===== src/rtl/rsg_pkg.sv =====
// Shared definitions for the raster sync generator.
// Assumes a 4-bit register select; the mode-enable field is the low byte.
package rsg_pkg;
    typedef enum logic [3:0] {
        RSG_HTOT  = 4'd0,
        RSG_HSON  = 4'd1,
        RSG_HSOFF = 4'd2,
        RSG_HBON  = 4'd3,
        RSG_HBOFF = 4'd4,
        RSG_HMID  = 4'd5,
        RSG_VTOT  = 4'd6,
        RSG_VSON  = 4'd7,
        RSG_VSOFF = 4'd8,
        RSG_VBON  = 4'd9,
        RSG_VBOFF = 4'd10,
        RSG_MODE  = 4'd11
    } rsg_addr_e;

    localparam int RSG_MODE_BITS = 8;
endpackage


===== src/rtl/rsg_regfile.sv =====
// Timing register file with write masking, the change-only update rule and
// the two sticky comparison enables. Assumes DW >= BW and DW >= VW.
module rsg_regfile
    import rsg_pkg::*;
#(
    parameter int HW        = 9,
    parameter int VW        = 11,
    parameter int BW        = 11,
    parameter int AW        = 4,
    parameter int DW        = 16,
    parameter int HTOT_RST  = 227,
    parameter int HSON_RST  = 18,
    parameter int HSOFF_RST = 35,
    parameter int HBON_RST  = 9,
    parameter int HBOFF_RST = 44,
    parameter int HMID_RST  = 132,
    parameter int VTOT_RST  = 312,
    parameter int VSON_RST  = 2,
    parameter int VSOFF_RST = 5,
    parameter int VBON_RST  = 0,
    parameter int VBOFF_RST = 20
) (
    input  logic          clk,
    input  logic          rst_n,
    input  logic          wr_en,
    input  logic [AW-1:0] wr_addr,
    input  logic [DW-1:0] wr_data,
    output logic [HW-1:0] htotal,
    output logic [HW-1:0] hs_on,
    output logic [HW-1:0] hs_off,
    output logic [BW-1:0] hb_on,
    output logic [BW-1:0] hb_off,
    output logic [HW-1:0] hmid,
    output logic [VW-1:0] vtotal,
    output logic [VW-1:0] vs_on,
    output logic [VW-1:0] vs_off,
    output logic [VW-1:0] vb_on,
    output logic [VW-1:0] vb_off,
    output logic          h_en,
    output logic          v_en
);
    localparam int TOPW = (BW > VW) ? BW : VW;

    logic [HW-1:0] h_val;
    logic [BW-1:0] b_val;
    logic [VW-1:0] v_val;
    logic          mode_hit;
    logic          unused_wr_hi;

    // Masked views of the write value per register class.
    always_comb begin
        h_val    = wr_data[HW-1:0];
        b_val    = wr_data[BW-1:0];
        v_val    = wr_data[VW-1:0];
        mode_hit = |wr_data[RSG_MODE_BITS-1:0];
    end

    assign unused_wr_hi = ^wr_data[DW-1:TOPW];

    // Store changed values and raise the matching enable.
    always_ff @(posedge clk) begin
        if (!rst_n) begin
            htotal <= HW'(HTOT_RST);
            hs_on  <= HW'(HSON_RST);
            hs_off <= HW'(HSOFF_RST);
            hb_on  <= BW'(HBON_RST);
            hb_off <= BW'(HBOFF_RST);
            hmid   <= HW'(HMID_RST);
            vtotal <= VW'(VTOT_RST);
            vs_on  <= VW'(VSON_RST);
            vs_off <= VW'(VSOFF_RST);
            vb_on  <= VW'(VBON_RST);
            vb_off <= VW'(VBOFF_RST);
            h_en   <= 1'b0;
            v_en   <= 1'b0;
        end else if (wr_en) begin
            case (wr_addr)
                AW'(RSG_HTOT):  if (h_val != htotal) begin htotal <= h_val; h_en <= 1'b1; end
                AW'(RSG_HSON):  if (h_val != hs_on)  begin hs_on  <= h_val; h_en <= 1'b1; end
                AW'(RSG_HSOFF): if (h_val != hs_off) begin hs_off <= h_val; h_en <= 1'b1; end
                AW'(RSG_HBON):  if (b_val != hb_on)  begin hb_on  <= b_val; h_en <= 1'b1; end
                AW'(RSG_HBOFF): if (b_val != hb_off) begin hb_off <= b_val; h_en <= 1'b1; end
                AW'(RSG_HMID):  if (h_val != hmid)   begin hmid   <= h_val; h_en <= 1'b1; end
                AW'(RSG_VTOT):  if (v_val != vtotal) begin vtotal <= v_val; v_en <= 1'b1; end
                AW'(RSG_VSON):  if (v_val != vs_on)  begin vs_on  <= v_val; v_en <= 1'b1; end
                AW'(RSG_VSOFF): if (v_val != vs_off) begin vs_off <= v_val; v_en <= 1'b1; end
                AW'(RSG_VBON):  if (v_val != vb_on)  begin vb_on  <= v_val; v_en <= 1'b1; end
                AW'(RSG_VBOFF): if (v_val != vb_off) begin vb_off <= v_val; v_en <= 1'b1; end
                AW'(RSG_MODE):  if (mode_hit) begin h_en <= 1'b1; v_en <= 1'b1; end
                default: ;
            endcase
        end
    end
endmodule


===== src/rtl/rsg_beam_ctr.sv =====
// Beam position counters: horizontal wraps after the line length, vertical
// steps on each horizontal wrap and wraps after the frame length.
// Assumes the totals may change at any time; a total below the current
// count lets the counter run through its natural width overflow.
module rsg_beam_ctr #(
    parameter int HW = 9,
    parameter int VW = 11
) (
    input  logic          clk,
    input  logic          rst_n,
    input  logic [HW-1:0] htotal,
    input  logic [VW-1:0] vtotal,
    output logic [HW-1:0] hpos,
    output logic [VW-1:0] vpos
);
    logic line_end;
    logic frame_end;

    // Detect the last slot of a line and the last line of a frame.
    always_comb begin
        line_end  = (hpos == htotal);
        frame_end = (vpos == vtotal);
    end

    // Advance the horizontal and vertical counts.
    always_ff @(posedge clk) begin
        if (!rst_n) begin
            hpos <= '0;
            vpos <= '0;
        end else if (line_end) begin
            hpos <= '0;
            vpos <= frame_end ? '0 : vpos + 1'b1;
        end else begin
            hpos <= hpos + 1'b1;
        end
    end
endmodule


===== src/rtl/rsg_edge_flag.sv =====
// Set/clear level flag: clear wins over set, both gated by an enable.
// Exposes the next value so a combined output can share the same edge.
module rsg_edge_flag (
    input  logic clk,
    input  logic rst_n,
    input  logic en,
    input  logic set_hit,
    input  logic clr_hit,
    output logic q,
    output logic q_next
);
    // Resolve the next level from the enabled hits.
    always_comb begin
        q_next = q;
        if (en && set_hit) q_next = 1'b1;
        if (en && clr_hit) q_next = 1'b0;
    end

    // Hold the level.
    always_ff @(posedge clk) begin
        if (!rst_n) q <= 1'b0;
        else        q <= q_next;
    end
endmodule


===== src/rtl/rsg_sync_core.sv =====
// Comparator bank and output flags. Horizontal flags compare the selected
// horizontal count; vertical sync is evaluated at the sync-start point on a
// short field and at the centre point on a long field. Blank compares use
// only the low CW bits of the blank registers. Assumes HW > CW.
module rsg_sync_core #(
    parameter int HW = 9,
    parameter int VW = 11,
    parameter int BW = 11,
    parameter int CW = 8
) (
    input  logic          clk,
    input  logic          rst_n,
    input  logic [HW-1:0] hcmp,
    input  logic [VW-1:0] vpos,
    input  logic          long_frame,
    input  logic          h_en,
    input  logic          v_en,
    input  logic [HW-1:0] hs_on,
    input  logic [HW-1:0] hs_off,
    input  logic [BW-1:0] hb_on,
    input  logic [BW-1:0] hb_off,
    input  logic [HW-1:0] hmid,
    input  logic [VW-1:0] vs_on,
    input  logic [VW-1:0] vs_off,
    input  logic [VW-1:0] vb_on,
    input  logic [VW-1:0] vb_off,
    output logic          hsync,
    output logic          hblank,
    output logic          vsync,
    output logic          vblank,
    output logic          csync
);
    localparam int NFLAG = 4;
    localparam int F_HS  = 0;
    localparam int F_HB  = 1;
    localparam int F_VS  = 2;
    localparam int F_VB  = 3;

    logic [NFLAG-1:0] en_v, set_v, clr_v, q_v, nxt_v;
    logic             vpoint;
    logic             unused_hb_hi;

    assign unused_hb_hi = ^{hb_on[BW-1:CW], hb_off[BW-1:CW]};

    // Build the per-flag enables and match hits.
    always_comb begin
        vpoint      = long_frame ? (hcmp == hmid) : (hcmp == hs_on);
        en_v[F_HS]  = h_en;
        set_v[F_HS] = (hcmp == hs_on);
        clr_v[F_HS] = (hcmp == hs_off);
        en_v[F_HB]  = h_en;
        set_v[F_HB] = (hcmp == HW'(hb_on[CW-1:0]));
        clr_v[F_HB] = (hcmp == HW'(hb_off[CW-1:0]));
        en_v[F_VS]  = v_en && vpoint;
        set_v[F_VS] = (vpos == vs_on);
        clr_v[F_VS] = (vpos == vs_off);
        en_v[F_VB]  = v_en;
        set_v[F_VB] = (vpos == vb_on);
        clr_v[F_VB] = (vpos == vb_off);
    end

    genvar gi;
    generate
        for (gi = 0; gi < NFLAG; gi++) begin : g_flag
            rsg_edge_flag u_flag (
                .clk     (clk),
                .rst_n   (rst_n),
                .en      (en_v[gi]),
                .set_hit (set_v[gi]),
                .clr_hit (clr_v[gi]),
                .q       (q_v[gi]),
                .q_next  (nxt_v[gi])
            );
        end
    endgenerate

    // Register the composite sync on the same edge as the two syncs.
    always_ff @(posedge clk) begin
        if (!rst_n) csync <= 1'b0;
        else        csync <= nxt_v[F_HS] | nxt_v[F_VS];
    end

    assign hsync  = q_v[F_HS];
    assign hblank = q_v[F_HB];
    assign vsync  = q_v[F_VS];
    assign vblank = q_v[F_VB];
endmodule


===== src/rtl/rsg_sync_gen.sv =====
// Top of the programmable raster sync generator: register file, beam
// counters and comparator bank. Assumes a single clock and synchronous
// active-low reset; hpos_alt is already in the clock domain.
module rsg_sync_gen #(
    parameter int HW        = 9,
    parameter int VW        = 11,
    parameter int BW        = 11,
    parameter int CW        = 8,
    parameter int AW        = 4,
    parameter int DW        = 16,
    parameter int HTOT_RST  = 227,
    parameter int HSON_RST  = 18,
    parameter int HSOFF_RST = 35,
    parameter int HBON_RST  = 9,
    parameter int HBOFF_RST = 44,
    parameter int HMID_RST  = 132,
    parameter int VTOT_RST  = 312,
    parameter int VSON_RST  = 2,
    parameter int VSOFF_RST = 5,
    parameter int VBON_RST  = 0,
    parameter int VBOFF_RST = 20
) (
    input  logic          clk,
    input  logic          rst_n,
    input  logic          wr_en,
    input  logic [AW-1:0] wr_addr,
    input  logic [DW-1:0] wr_data,
    input  logic          dual_mode,
    input  logic [HW-1:0] hpos_alt,
    input  logic          long_frame,
    output logic [HW-1:0] hpos,
    output logic [VW-1:0] vpos,
    output logic          hsync,
    output logic          hblank,
    output logic          vsync,
    output logic          vblank,
    output logic          csync
);
    logic [HW-1:0] htotal, hs_on, hs_off, hmid, hcmp;
    logic [BW-1:0] hb_on, hb_off;
    logic [VW-1:0] vtotal, vs_on, vs_off, vb_on, vb_off;
    logic          h_en, v_en;

    rsg_regfile #(
        .HW(HW), .VW(VW), .BW(BW), .AW(AW), .DW(DW),
        .HTOT_RST(HTOT_RST), .HSON_RST(HSON_RST), .HSOFF_RST(HSOFF_RST),
        .HBON_RST(HBON_RST), .HBOFF_RST(HBOFF_RST), .HMID_RST(HMID_RST),
        .VTOT_RST(VTOT_RST), .VSON_RST(VSON_RST), .VSOFF_RST(VSOFF_RST),
        .VBON_RST(VBON_RST), .VBOFF_RST(VBOFF_RST)
    ) u_regs (
        .clk(clk), .rst_n(rst_n), .wr_en(wr_en), .wr_addr(wr_addr),
        .wr_data(wr_data), .htotal(htotal), .hs_on(hs_on), .hs_off(hs_off),
        .hb_on(hb_on), .hb_off(hb_off), .hmid(hmid), .vtotal(vtotal),
        .vs_on(vs_on), .vs_off(vs_off), .vb_on(vb_on), .vb_off(vb_off),
        .h_en(h_en), .v_en(v_en)
    );

    rsg_beam_ctr #(.HW(HW), .VW(VW)) u_beam (
        .clk(clk), .rst_n(rst_n), .htotal(htotal), .vtotal(vtotal),
        .hpos(hpos), .vpos(vpos)
    );

    // Pick the horizontal count the comparators look at.
    always_comb hcmp = dual_mode ? hpos_alt : hpos;

    rsg_sync_core #(.HW(HW), .VW(VW), .BW(BW), .CW(CW)) u_core (
        .clk(clk), .rst_n(rst_n), .hcmp(hcmp), .vpos(vpos),
        .long_frame(long_frame), .h_en(h_en), .v_en(v_en),
        .hs_on(hs_on), .hs_off(hs_off), .hb_on(hb_on), .hb_off(hb_off),
        .hmid(hmid), .vs_on(vs_on), .vs_off(vs_off), .vb_on(vb_on),
        .vb_off(vb_off), .hsync(hsync), .hblank(hblank), .vsync(vsync),
        .vblank(vblank), .csync(csync)
    );
endmodule


===== config.mk =====
export PLATFORM = sky130hd
export DESIGN_NAME = rsg_sync_gen
export DESIGN_NICKNAME = d
export VERILOG_FILES = /design/src/rtl/rsg_pkg.sv /design/src/rtl/rsg_regfile.sv /design/src/rtl/rsg_beam_ctr.sv /design/src/rtl/rsg_edge_flag.sv /design/src/rtl/rsg_sync_core.sv /design/src/rtl/rsg_sync_gen.sv
export SDC_FILE = /design/constraint.sdc
export NUM_CORES = 1
export LEC_CHECK = 0
export BUFFER_PORTS_ARGS = -buffer_cell sky130_fd_sc_hd__clkbuf_2
export CORE_MARGIN = 1.5
export CORE_UTILIZATION = 30
export CTS_CLUSTER_DIAMETER = 80
export CTS_CLUSTER_SIZE = 24
export DETAILED_ROUTE_END_ITERATION = 6
export PLACE_DENSITY = 0.43
export SLEW_MARGIN = 15
export SYNTH_ARGS = -nofsm -noshare
export SYNTH_HDL_FRONTEND = slang
export SYNTH_SLANG_ARGS = --single-unit
export TNS_END_PERCENT = 1

===== constraint.sdc =====
create_clock -name clk -period 2.9 [get_ports clk]
set_clock_uncertainty 0.05 [all_clocks]
set_input_delay 0.435 -clock clk [delete_from_list [all_inputs] [get_ports clk]]
set_output_delay 0.435 -clock clk [all_outputs]
set_load 0.02 [all_outputs]

; ---- Word level (Yosys, flattened, before mapping)
; Cells that the tools add are included.
[totals]
register_bits = 140
input_bits = 34
output_inout_bits = 25
wordCells = 119
[op_classes]
add_sub_neg = 2
eq_ne = 45
n_mux = 21
bitwise_logic = 2
n_reduce_logical = 29
[op_table]
columns = cell, n
row1 = != test 11 bit, 7
row2 = == test 11 bit, 5
row3 = == test 9 bit, 4
row4 = != test 9 bit, 4
row5 = AND reduction 3 bit, 11
row6 = "!= test 2 x 1 -> 1 bit, second input constant", 12
row7 = == test 9 x 8 -> 1 bit, 2
row8 = 2-to-1 mux 1 bit, 17
row9 = "== test 4 x 3 -> 1 bit, second input constant", 4
row10 = "== test 4 bit, second input constant", 4
row11 = "adder 11 x 1 -> 11 bit, second input constant", 1
row12 = 2-to-1 mux 11 bit, 1
row13 = "adder 9 x 1 -> 9 bit, second input constant", 1
row14 = logical AND 1 bit, 9
row15 = 2-to-1 mux 9 bit, 1
row16 = AND reduction 9 bit, 1
row17 = "== test 4 x 2 -> 1 bit, second input constant", 2
row18 = AND reduction 8 bit, 1
row19 = OR reduction 8 bit, 1
row20 = case mux 1 bit (7 select lines), 1
row21 = nonzero test 7 bit, 1
row22 = case mux 1 bit (6 select lines), 1
row23 = nonzero test 6 bit, 1
row24 = OR reduction 2 bit, 3
row25 = other kinds (4), 4

; ---- Logic depth before layout (Yosys ltp)
; Gate-level depths: netlist (run 1).
[logic_depth]
depth_word = 8
depth_mapped = 9
ltp_nobuf = 6

; ---- By module
; From an unflattened synthesis (run 1), not the netlist that was laid out.
[hier_totals]
hier_cells = 925
area_unflattened_um2 = 8480.6
[by_module_without_submodules]
columns = mod, instances, cells_per_inst, area_each_um2, seq_area_each_um2
row1 = rsg_regfile, 1, 603, 5810.6, 2302.2
row2 = rsg_beam_ctr, 1, 149, 1223.7, 400.4
row3 = rsg_sync_core, 1, 143, 1099.8, 20.0
row4 = rsg_edge_flag, 4, 5, 50.0, 20.0
row5 = rsg_sync_gen, 1, 10, 146.4, 0.0

; ---- Worst setup path after synthesis (run 1)
; Ideal clock, no wire load.
[synth_timing]
kind = input -> register
startpoint = in dual_mode
endpoint = reg u_core.csync
setup_time_ps = 120
arrival_time_ps = 2350
t_required_ps = 2730
slack_ps = 380
stages = 7
path_buffers = 1
path_cell_list = buf_6 > mux2i_4 > xnor2_1 > or4_1 > or4b_1 > o311a_2 > or2_1
[synth_between]
elab_chain_cells = 8
word_cells_on_any_way = 15
cone_classes = 3 x eq/ne / 6 x mux / 1 x bitwise / 5 x reduce/logical
[synth_rtl]
columns = item, line
row1 = start: declaration, rsg_sync_gen.sv:28  ; input logic dual_mode,
row2 = 2-to-1 mux 9 bit (*), rsg_sync_gen.sv:64  ; always_comb hcmp = dual_mode ? hpos_alt : hpos;
row3 = == test 9 bit (on tied branches), "rsg_sync_core.sv:47, rsg_sync_core.sv:49"
row4 = 2-to-1 mux 1 bit, rsg_sync_core.sv:47  ; vpoint = long_frame ? (hcmp == hmid) : (hcmp == hs_on);
row5 = logical AND 1 bit, rsg_sync_core.sv:54  ; en_v[F_VS] = v_en && vpoint;
row6 = logical AND 1 bit, rsg_edge_flag.sv:15  ; if (en && set_hit) q_next = 1'b1;
row7 = 2-to-1 mux 1 bit, rsg_edge_flag.sv:15
row8 = 2-to-1 mux 1 bit, rsg_edge_flag.sv:16  ; if (en && clr_hit) q_next = 1'b0;
row9 = bitwise OR 1 bit (*), rsg_sync_core.sv:80  ; else csync <= nxt_v[F_HS] | nxt_v[F_VS];
row10 = end signal: assignment, rsg_sync_core.sv:80
row11 = end: declaration, rsg_sync_core.sv:31  ; output logic csync
; Mark *: on every way between the ends. The rest lies on a longest branch, timed or not.
; A chain may end at the register's enable or synchronous reset.

; ---- Worst setup path after layout (run 1)
[layout_timing]
startpoint = reg u_regs.vs_off[5]
endpoint = reg u_core.csync
[layout_between]
elab_chain_cells = 4
[layout_rtl]
columns = item, line
row1 = start: declaration, rsg_regfile.sv:36  ; output logic [VW-1:0] vs_off,
row2 = start signal: assignment, rsg_regfile.sv:71  ; vs_off <= VW'(VSOFF_RST);
row3 = == test 11 bit, rsg_sync_core.sv:56  ; clr_v[F_VS] = (vpos == vs_off);
row4 = logical AND 1 bit, rsg_edge_flag.sv:16
row5 = 2-to-1 mux 1 bit, rsg_edge_flag.sv:16
row6 = bitwise OR 1 bit, rsg_sync_core.sv:80
; No other way between the ends.

==> flow_summary.ini, run 1 <==
[run_status]
status = completed

[global_route]
grt_max_degree = 41
grt_overflow = 0
grt_pass1_vias = 6060
top_usage_layer = met2
antenna_found_initial = 1
grt_pass1_wl_um = 37700
grt.met1_usage_pct = 24.1
gr-usage-met2_pct = 29.1
grtUsageTotal_pct = 17.8
grtUsageMet3_pct = 2.50

[critical_path]
slowest_delay_ns = 0.55
crit_path_top_delay_cell = or4b_1
required_ns = 3.16
critical_path_class = flop to flop
worstPathCellList = xor2_1 > nor4_1 > nand3_1 > or4b_1 > o311a_2 > or2_1
crit_path_start_kind = flop
critPathCaptureType = flop
arrival_ns = 2.63
crit_fanout = 3
reg2reg_setup_slack_ns = 0.53
rr_endpoint = u_core.csync
path_buf_inv = 0
r2r-start = u_regs.vs_off[5]
reg2reg_depth = 6
cp_top_family = simple AND/OR/NAND/NOR gates

[clock_network]
postCtsSetupBuffers = 0
cts_tree = done
cts_root_buffer = clkbuf_16
cts_resized = 0
ctsHtreeMaxLevel = 4
path_clk_slew_ns = 0.07
worstSkewPairLatency_ns = 0.42
cts_buffers = 17
ctsLongestPathBuffers = 2
postCtsHoldBufs = 0
clock_sinks = 140

[routing]
wl_per_cell_um = 18.8
drt_first_pass_iters = 4
drtIter0Drc = 310
ant_nets = 0
via_per_inst = 4.64
drc = 0
wl_um = 24300
num_vias = 6024

[cells_and_area]
diodes = 0
area_growth_pct = 20.0
drive_gt1_share_pct = 17.1
final_nets = 979
stdcell_area_um2 = 9860
final_util_pct = 36.6

[sta]
drv_slew = 0
maxClockFrequency_ghz = 0.421
relSlewSlack_pct = 60.6
fin_crit_sh_pct = 81.8
period_minus_slack_ns = 2.37
setup_violations = 0
worstMarginPinSlew_ns = 0.586
fin_setup_tns_ns = 0
hold_violations = 0
rsz0062_at_grt = no

[hold_path]
whs_path_depth = 2
hold_path_end = u_regs.hb_off[5]
min_from = rst_n
hold_path_class = primary input to flop

[logic_synthesis]
syn_inst = 877
synth_ff_type = dfxtp_1
ys_ff_latch = 140
avgSynthCellArea_um2 = 9.37
synthArstFlopShare_pct = 0
synth_edf_count = 0
syn_nets = 913
ys_types = 49
syn-cell-area_um2 = 8220
ys_seq_area_share_pct = 34.1
yosys_warnings = 0

[floorplanning]
die-area_um2 = 28400
placementRows = 60
ioPinCount = 59
chipWidth_um = 168
start_util_pct = 30.5
fp.dieH_um = 168
core-area_um2 = 27000

[flow_run]
drv_cap = 0

[place]
port-buffer-count = 53
gp_congestion = 0.807
hpwl_um = 17700
placed_area_um2 = 9210

[pwr]
p_leak_nw = 4.00
peakVddDrop_v = 0.000317
power_density_nw_per_um2 = 504
==> metrics by stage <==
stage / total power, W / hold WS, ns / worst slack (ns) / cells
detailed placement: 0.00254 / 0.479 / 0.155 / 1265
global placement: 0.00255 / 0.467 / 0.133 / 1265
global route: 0.00516 / 0.330 / 0.424 / 1297
CTS: 0.00503 / 0.315 / 0.522 / 1297
finish: 0.00497 / 0.320 / 0.527 / 1297
floorplan: 0.00236 / 0.446 / 0.380 / 877
==> registers in the layout (all words and copies together), names as in the netlist <==
signal                  count
u_regs.hmid                 9
u_regs.vs_on               11
u_regs.vtotal              11
u_regs.hs_on                9
u_beam.vpos                11
u_regs.hb_off              11
u_core.g_flag.u_flag.q      4
u_regs.htotal               9
u_regs.vb_off              11
u_regs.hs_off               9
u_regs.h_en                 1
u_regs.hb_on               11
u_beam.hpos                 9
u_regs.v_en                 1
u_regs.vb_on               11
u_core.csync                1
u_regs.vs_off              11
==> cells in the final DEF, fill, tap and decap left out, types with 5 or more instances in the layout <==
| cell type | netlist | final |
|---|---|---|
| mux2i_1 | 118 | 118 |
| clkbuf_16 | 0 | 17 |
| nand4_1 | 36 | 36 |
| nand3_1 | 19 | 19 |
| nand2_1 | 39 | 39 |
| nor2b_1 | 89 | 89 |
| buf_12 | 0 | 6 |
| and3_1 | 8 | 8 |
| xor2_1 | 126 | 126 |
| clkbuf_2 | 0 | 52 |
| nor2_1 | 26 | 26 |
| dfxtp_1 | 140 | 140 |
| xnor2_1 | 110 | 110 |
| nor3_1 | 17 | 17 |
| buf_4 | 0 | 60 |
| inv_1 | 7 | 7 |
| bufinv_16 | 0 | 5 |
| nor4_1 | 26 | 23 |
==> layer usage <==
layer	vias to the layer above	share of wire, %
met4	0	1.6
met1	2838	49
met5	-	0
met3	19	2.6
li1	3088	-
met2	79	47
==> worst max path at each step <==
stage	from	slack (ns)	endpoint	depth (start not counted)
after floorplan	dual_mode	0.38	u_core.csync	7
after global placement	dual_mode	0.13	u_core.csync	7
after detailed placement	dual_mode	0.16	u_core.csync	7
after CTS	u_regs.vs_off[5]	0.52	u_core.csync	6
after global routing	u_regs.vs_off[5]	0.42	u_core.csync	6
final	u_regs.vs_off[5]	0.53	u_core.csync	6
==> power breakdown <==
group / internal [W] / switching, W
sequential: 0.00195 / 0.0000325
clock: 0.00156 / 0.000920
combinational: 0.000227 / 0.000285
==> area by class of cell <==
type                       count  area (um2)
multi-input combinational    659        5120
tap                          341         427
clock buffer                  19         443
fill                        2760       17100
clock inverter                13         214
timing repair buffer         118         831
inverter                       7        26.3
sequential                   140        2800
==> cell families (layout without fill, tap and decap cells) <==
family	Yosys count	count (layout)	synth area share [%]
multiplexers	124	124	15.7
AO/OA/AOI/OAI	20	20	2.07
AND/OR/NAND/NOR	277	277	18.8
XOR/XNOR	236	236	25.2
buffers and inverters	78	157	3.90
flip-flops	140	140	34.1
adder cells (fa/ha/maj)	2	2	0.305
==> synthesized netlist by cell type (all sizes together), types with 2 or more instances <==
master,n,area (um2)
or4,4,30.0
xor2,126,1100
nor3,17,85.1
inv,7,26.3
ha,2,25.0
nand2b,2,12.5
o311a,3,31.3
nand4,36,225
buf,23,114
and2,4,25.0
nand3,19,95.1
nor2,26,97.6
clkbuf,48,180
xnor2,110,963
and3,8,50.1
nand2,39,146
nor4,26,163
nor2b,89,557
or2,2,12.5
a41oi,2,17.5
dfxtp,140,2800
mux2i,123,1280
Note: power is estimated with default switching activity, not from simulation.
==> inputs of run 2 (changes only) <==
--- a/config.mk
+++ b/config.mk
@@ -5,6 +5,7 @@
 export SDC_FILE = /design/constraint.sdc
 export NUM_CORES = 1
 export LEC_CHECK = 0
+export ABC_AREA = 1
 export BUFFER_PORTS_ARGS = -buffer_cell sky130_fd_sc_hd__clkbuf_2
 export CORE_MARGIN = 1.5
 export CORE_UTILIZATION = 30
==> constraint.sdc (replaced) <==
create_clock -name clk -period 2.3 [get_ports clk]
set_clock_uncertainty 0.05 [all_clocks]
set_input_delay 0.345 -clock clk [delete_from_list [all_inputs] [get_ports clk]]
set_output_delay 0.345 -clock clk [all_outputs]
set_load 0.02 [all_outputs]
==> run 2 against run 1 <==
Flip-flop and latch count did not move. Setup slack got worse by 0.26 ns. Via count rose by 38%. Die area rose by 5.1%. Non-clock buffer count rose by 12. Worst hold slack got worse by 0.064 ns. Synthesized cell count rose by 42%. Total power rose by 24%. Sequential share of layout area fell by 0.90 points. Critical endpoint is now u_beam.vpos[6]. Largest power group unchanged. Highest routed layer unchanged.
==> flow_summary.ini, run 2 <==
[logic_synthesis]
synthArstFlopShare_pct = 0
synth_edf_count = 0
synthMuxAreaShare_pct = 0
syn_inst = 1244
synthTopCellsByCount = nand2_1 (265), dfxtp_1 (140), inv_1 (118), a21oi_1 (98), o21ai_0 (94)
yosysMostFrequentCell = nand2_1
synth_top_family_by_area = simple AND/OR/NAND/NOR gates
synth_adder_area_share_pct = 0.290
synth_top_cell_area_share_pct = 32.4
synth_ff_type = dfxtp_1
synth_area_leaders = dfxtp_1 (32%), nand2_1 (12%), xor2_1 (6.9%), a21oi_1 (5.7%), o21ai_0 (5.4%)
synth_largest_area_cell = dfxtp_1
yosys_warnings = 0
syn-cell-area_um2 = 8640
syn_nets = 1280
ys_ff_latch = 140
yosys.area_share.simple_pct = 27.6
ys_types = 46
synth_compound_area_share_pct = 16.6
avgSynthCellArea_um2 = 6.95
ys_seq_area_share_pct = 32.4
synth_xor_area_share_pct = 11.9

[clock_network]
postCtsHoldBufs = 0
ctsLongestPathBuffers = 2
cts_resized = 0
ctsHtreeMaxLevel = 4
cts_tree = done
cts_buffers = 17
path_clk_slew_ns = 0.07
cts_root_buffer = clkbuf_16
clock_sinks = 140
postCtsSetupBuffers = 0
worstSkewPairLatency_ns = 0.43

[cells_and_area]
final_nets = 1362
diodes = 0
area_growth_pct = 17.8
multi_input_area_um2 = 4870
layout_commonest_cell = nand2_1
stdcell_count = 1717
nFillCells = 3112
regArea_um2 = 2800
drive_gt1_share_pct = 16.4
layout_common_cells = nand2_1 (265), dfxtp_1 (140), inv_1 (118)

[critical_path]
slowest_delay_ns = 0.46
crit_path_top_delay_cell = dfxtp_1
path_buf_inv = 3
critical_path_class = flop to flop
required_ns = 2.62
crit_path_start_kind = flop
cp_top_family = simple AND/OR/NAND/NOR gates
arrival_ns = 2.35
worstPathCellList = inv_1 > nand2_1 > nand2_1 > nor4_2 > nand2_2 > buf_4 > inv_2 > nand3_1 > xor2_1 > nor2_1
crit_fanout = 8
critPathCaptureType = flop
crit_path_frequent_cell = nand2_1

[sta]
relSlewSlack_pct = 59.0
postLayoutSetupSlackWorst_ns = 0.265
period_minus_slack_ns = 2.04
fin_crit_sh_pct = 88.5
maxClockFrequency_ghz = 0.491
setup_violations = 0
drv_slew = 0
rsz0062_at_grt = no
fin_setup_tns_ns = 0
hold_violations = 0
worstMarginPinSlew_ns = 0.609

[routing]
num_vias = 8313
drt_first_pass_iters = 5
wl_um = 31300
drtIter0Drc = 635
drc = 0
wl_per_cell_um = 18.2
ant_nets = 0
via_per_inst = 4.84

[floorplanning]
chipWidth_um = 173
ioPinCount = 59
placementRows = 61
die-area_um2 = 29800
core-area_um2 = 28100
fp.dieH_um = 173
start_util_pct = 30.8

[global_route]
grt_overflow = 0
grt_max_degree = 46
grtUsageTotal_pct = 21.3
grt_pass1_wl_um = 48200
antenna_found_initial = 0
grt_pass1_vias = 7750

[pwr]
peakVddDrop_v = 0.000450
p_leak_nw = 4.47
power_density_nw_per_um2 = 606

[place]
hpwl_um = 23900
dpl.cell_count = 1685
pre_cts_slack_ns = 0.0923
gp_congestion = 0.832
port-buffer-count = 53

[hold_path]
hold_path_class = primary input to flop

[run_status]
status = completed

[flow_run]
drv_cap = 0
run 2: cell types whose count changed after synthesis, sizes merged, moves of 26 or more:
| cell | previous run | this run |
|---|---|---|
| nand2 | 39 | 285 |
| inv | 7 | 131 |
| mux2i | 123 | 0 |
| o21ai | 1 | 103 |
| a21oi | 1 | 101 |
| nor2b | 89 | 0 |
| nor2 | 26 | 93 |
| xnor2 | 110 | 49 |
| xor2 | 126 | 68 |
| nand3 | 19 | 55 |
| clkbuf | 48 | 14 |
| buf | 23 | 53 |
| o211ai | 1 | 27 |
run 2: logic make-up (layout without fill, tap and decap cells):
group / after synthesis / count (layout)
buf+inv: 200 / 295
flops: 140 / 140
compound gates: 258 / 258
simple gates: 527 / 527
fa+ha+maj: 2 / 2
xor+xnor: 117 / 117
run 2: final cells by class:
cell class / count / area share, %
multi-input cells: 904 / 47.8
inverters: 133 / 4.96
well taps: 378 / 4.64
repair buffers: 130 / 9.29
clock buffers: 18 / 4.21
clock inverters: 14 / 1.58
flip-flops and latches: 140 / 27.5
run 2: power by group:
part | switching [W] | leakage [nW] | internal (W)
registers | 0.0000542 | 1.13 | 0.00248
logic | 0.000505 | 3.06 | 0.000281
clock network | 0.00123 | 0.283 | 0.00162
run 2: worst reg2reg max path: cells and delay by family (launching register included):
| family | cells | cell delay [ns] |
|---|---|---|
| AND/OR/NAND/NOR | 6 | 0.88 |
| flip-flops | 1 | 0.46 |
| buffers and inverters | 3 | 0.45 |
| XOR/XNOR | 1 | 0.16 |
run 2: worst paths after layout:
kind                     from          endpoint  slack (ns)  cells past startpoint
min reg2reg  u_regs.hb_on[10]  u_regs.hb_on[10]        0.43                      2
max reg2reg    u_beam.hpos[2]    u_beam.vpos[6]        0.26                     10
max            u_beam.hpos[2]    u_beam.vpos[6]        0.26                     10
min                     rst_n  u_regs.vtotal[8]        0.26                      2
run 2: stage by stage:
| step | utilization, % | instance area (um2) | hold slack [ns] | power, W |
|---|---|---|---|---|
| 3_3_place_gp | 34.2 | 9590 | 0.402 | 0.00337 |
| 3_5_place_dp | 34.2 | 9590 | 0.416 | 0.00337 |
| 2_1_floorplan | - | 8640 | 0.394 | 0.00309 |
| 4_1_cts | 36.3 | 10200 | 0.242 | 0.00622 |
| 6_report | 36.3 | 10200 | 0.256 | 0.00617 |
| 5_1_grt | 36.3 | 10200 | 0.259 | 0.00639 |
run 2: per-layer routing:
layer  up-vias  part of all wire (%)  track usage [%]
li1       4243                     -                -
met1      3819                    53             33.2
met2       227                    40             30.2
met3        24                   5.1             2.57
met4         0                   1.5             5.69
met5         -                     0                0
==> inputs of run 3 (changes only) <==
--- a/config.mk
+++ b/config.mk
@@ -13,7 +13,7 @@
 export CTS_CLUSTER_SIZE = 24
 export DETAILED_ROUTE_END_ITERATION = 6
 export PLACE_DENSITY = 0.43
-export SLEW_MARGIN = 15
+export REMOVE_ABC_BUFFERS = 1
 export SYNTH_ARGS = -nofsm -noshare
 export SYNTH_HDL_FRONTEND = slang
 export SYNTH_SLANG_ARGS = --single-unit
==> run 3 against run 2 <==
Register-to-register slack better by 0.15 ns. Global-route usage about the same. Final cell count down 0.12%. Count of clock-buffer cells in the layout is 3 higher. Via count up 0.17%. First-iteration DRC count decreased by 19%. Worst hold slack better by 0.0037 ns. Largest power group unchanged. Critical path type unchanged. Maximum frequency is 7.9% higher. Final area rose by 0.36%. Setup slack better by 0.15 ns. Critical path depth increased by 4.
==> flow_summary.ini, run 3 (synthesized netlist as in run 2, its figures left out) <==
[cells_and_area]
stdcell_count = 1715
area_growth_pct = 18.2
final_util_pct = 36.4
drive_gt1_share_pct = 16.2
layout_commonest_cell = nand2_1
layout_common_cells = nand2_1 (265), dfxtp_1 (140), inv_1 (118)
final_nets = 1361
diodes = 0

[clock_network]
postCtsHoldBufs = 0
clock_sinks = 140
path_clk_slew_ns = 0.07
ctsLongestPathBuffers = 2
postCtsSetupBuffers = 0
worstSkewPairLatency_ns = 0.43
cts_resized = 0
cts_buffers = 17
cts_root_buffer = clkbuf_16
ctsHtreeMaxLevel = 4
cts_tree = done

[routing]
ant_nets = 0
wl_um = 31300
via_per_inst = 4.86
wl_per_cell_um = 18.3
drtIter0Drc = 516
drt_first_pass_iters = 5
num_vias = 8327
drc = 0

[critical_path]
worstPathCellList = inv_1 > nand2_1 > nand2_2 > nand2_1 > nand2_1 > nand3_1 > nor2_1 > nand2_1 > nand2_1 > nand4_1 > nand2_1 > inv_1 > nand2_2 > nand2_2
crit_path_start_kind = flop
path_buf_inv = 2
crit_fanout = 5
critPathCaptureType = flop
slowest_delay_ns = 0.35
reg2reg_setup_slack_ns = 0.41
crit_path_frequent_cell = nand2_1
critical_path_class = flop to flop
arrival_ns = 2.16
required_ns = 2.58
cp_top_family = simple AND/OR/NAND/NOR gates
crit_path_top_delay_cell = dfxtp_1

[global_route]
grt_max_degree = 46
antenna_found_initial = 0
grtUsageTotal_pct = 21.3
grt_pass1_wl_um = 48100
grt_pass1_vias = 7885
grt_overflow = 0

[place]
hpwl_um = 23800
dpl.cell_count = 1684
port-buffer-count = 53
gp_congestion = 0.820

[pwr]
p_leak_nw = 4.48
p_seq_share_pct = 39.8
p_int_w = 0.00466
peakVddDrop_v = 0.000411
switching_share_pct = 26.8
power_density_nw_per_um2 = 623
combPwrFrac_pct = 12.2
clkPwrFrac_pct = 47.9
switchingPower_w = 0.00170

[floorplanning]
start_util_pct = 30.8
fp.dieH_um = 173
core-area_um2 = 28100
ioPinCount = 59
chipWidth_um = 173
placementRows = 61
die-area_um2 = 29800

[sta]
fin_setup_tns_ns = 0
drv_slew = 0
worstMarginPinSlew_ns = 0.543
maxClockFrequency_ghz = 0.530
setup_violations = 0
rsz0062_at_grt = no
relSlewSlack_pct = 63.8
hold_ws_ns = 0.259
hold_violations = 0
fin_crit_sh_pct = 82.0
period_minus_slack_ns = 1.89

[flow_run]
drv_cap = 0

[run_status]
status = completed

[hold_path]
hold_path_class = primary input to flop
## run 3: worst reg2reg max path: stages (launching register included)
cell,delay (ns)
dfxtp_1,0.35
inv_1,0.11
nand2_1,0.13
nand2_2,0.16
nand2_1,0.07
nand2_1,0.06
nand3_1,0.07
nor2_1,0.20
nand2_1,0.16
nand2_1,0.11
nand4_1,0.08
nand2_1,0.07
inv_1,0.05
nand2_2,0.06
nand2_2,0.05
## run 3: path summary, 6_finish.rpt
kind / from / to / cells past startpoint
worst max register to register: u_beam.hpos[8] / u_core.csync / 14
worst min register to register: u_regs.hb_on[10] / u_regs.hb_on[10] / 2
worst min-delay path: rst_n / u_regs.hb_off[2] / 2
worst max-delay path: u_beam.hpos[8] / u_core.csync / 14
## run 3: through the flow
stage / power (W) / setup slack [ns] / cell area, um2
global placement: 0.00337 / 0.0941 / 9590
floorplan: 0.00298 / 0.544 / 8170
CTS: 0.00644 / 0.402 / 10200
finish: 0.00636 / 0.414 / 10200
detailed placement: 0.00337 / 0.102 / 9590
global route: 0.00663 / 0.171 / 10200
## run 3: final cells by class
type,count,area [um2]
clock buffers,21,470
repair buffers,129,938
flip-flops and latches,140,2800
fillers,3078,17900
well taps,378,473
multi-input cells,904,4870
clock inverters,10,164
inverters,133,505
## run 3: power groups by stage
stage	sequential (W)	combinational (W)	clock [W]
after global routing	0.00254	0.000865	0.00322
after floorplan	0.00258	0.000401	0
after global placement	0.00259	0.000779	0
after detailed placement	0.00259	0.000779	0
final	0.00254	0.000779	0.00305
after CTS	0.00253	0.000782	0.00312
## run 3: layer usage
layer  routed length, um  share of wire (%)  track usage, %
met4                 664                2.1            6.78
met2               14300                 46            34.5
met3                1320                4.2            3.01
met5                   0                  0               0
met1               15000                 48            29.1
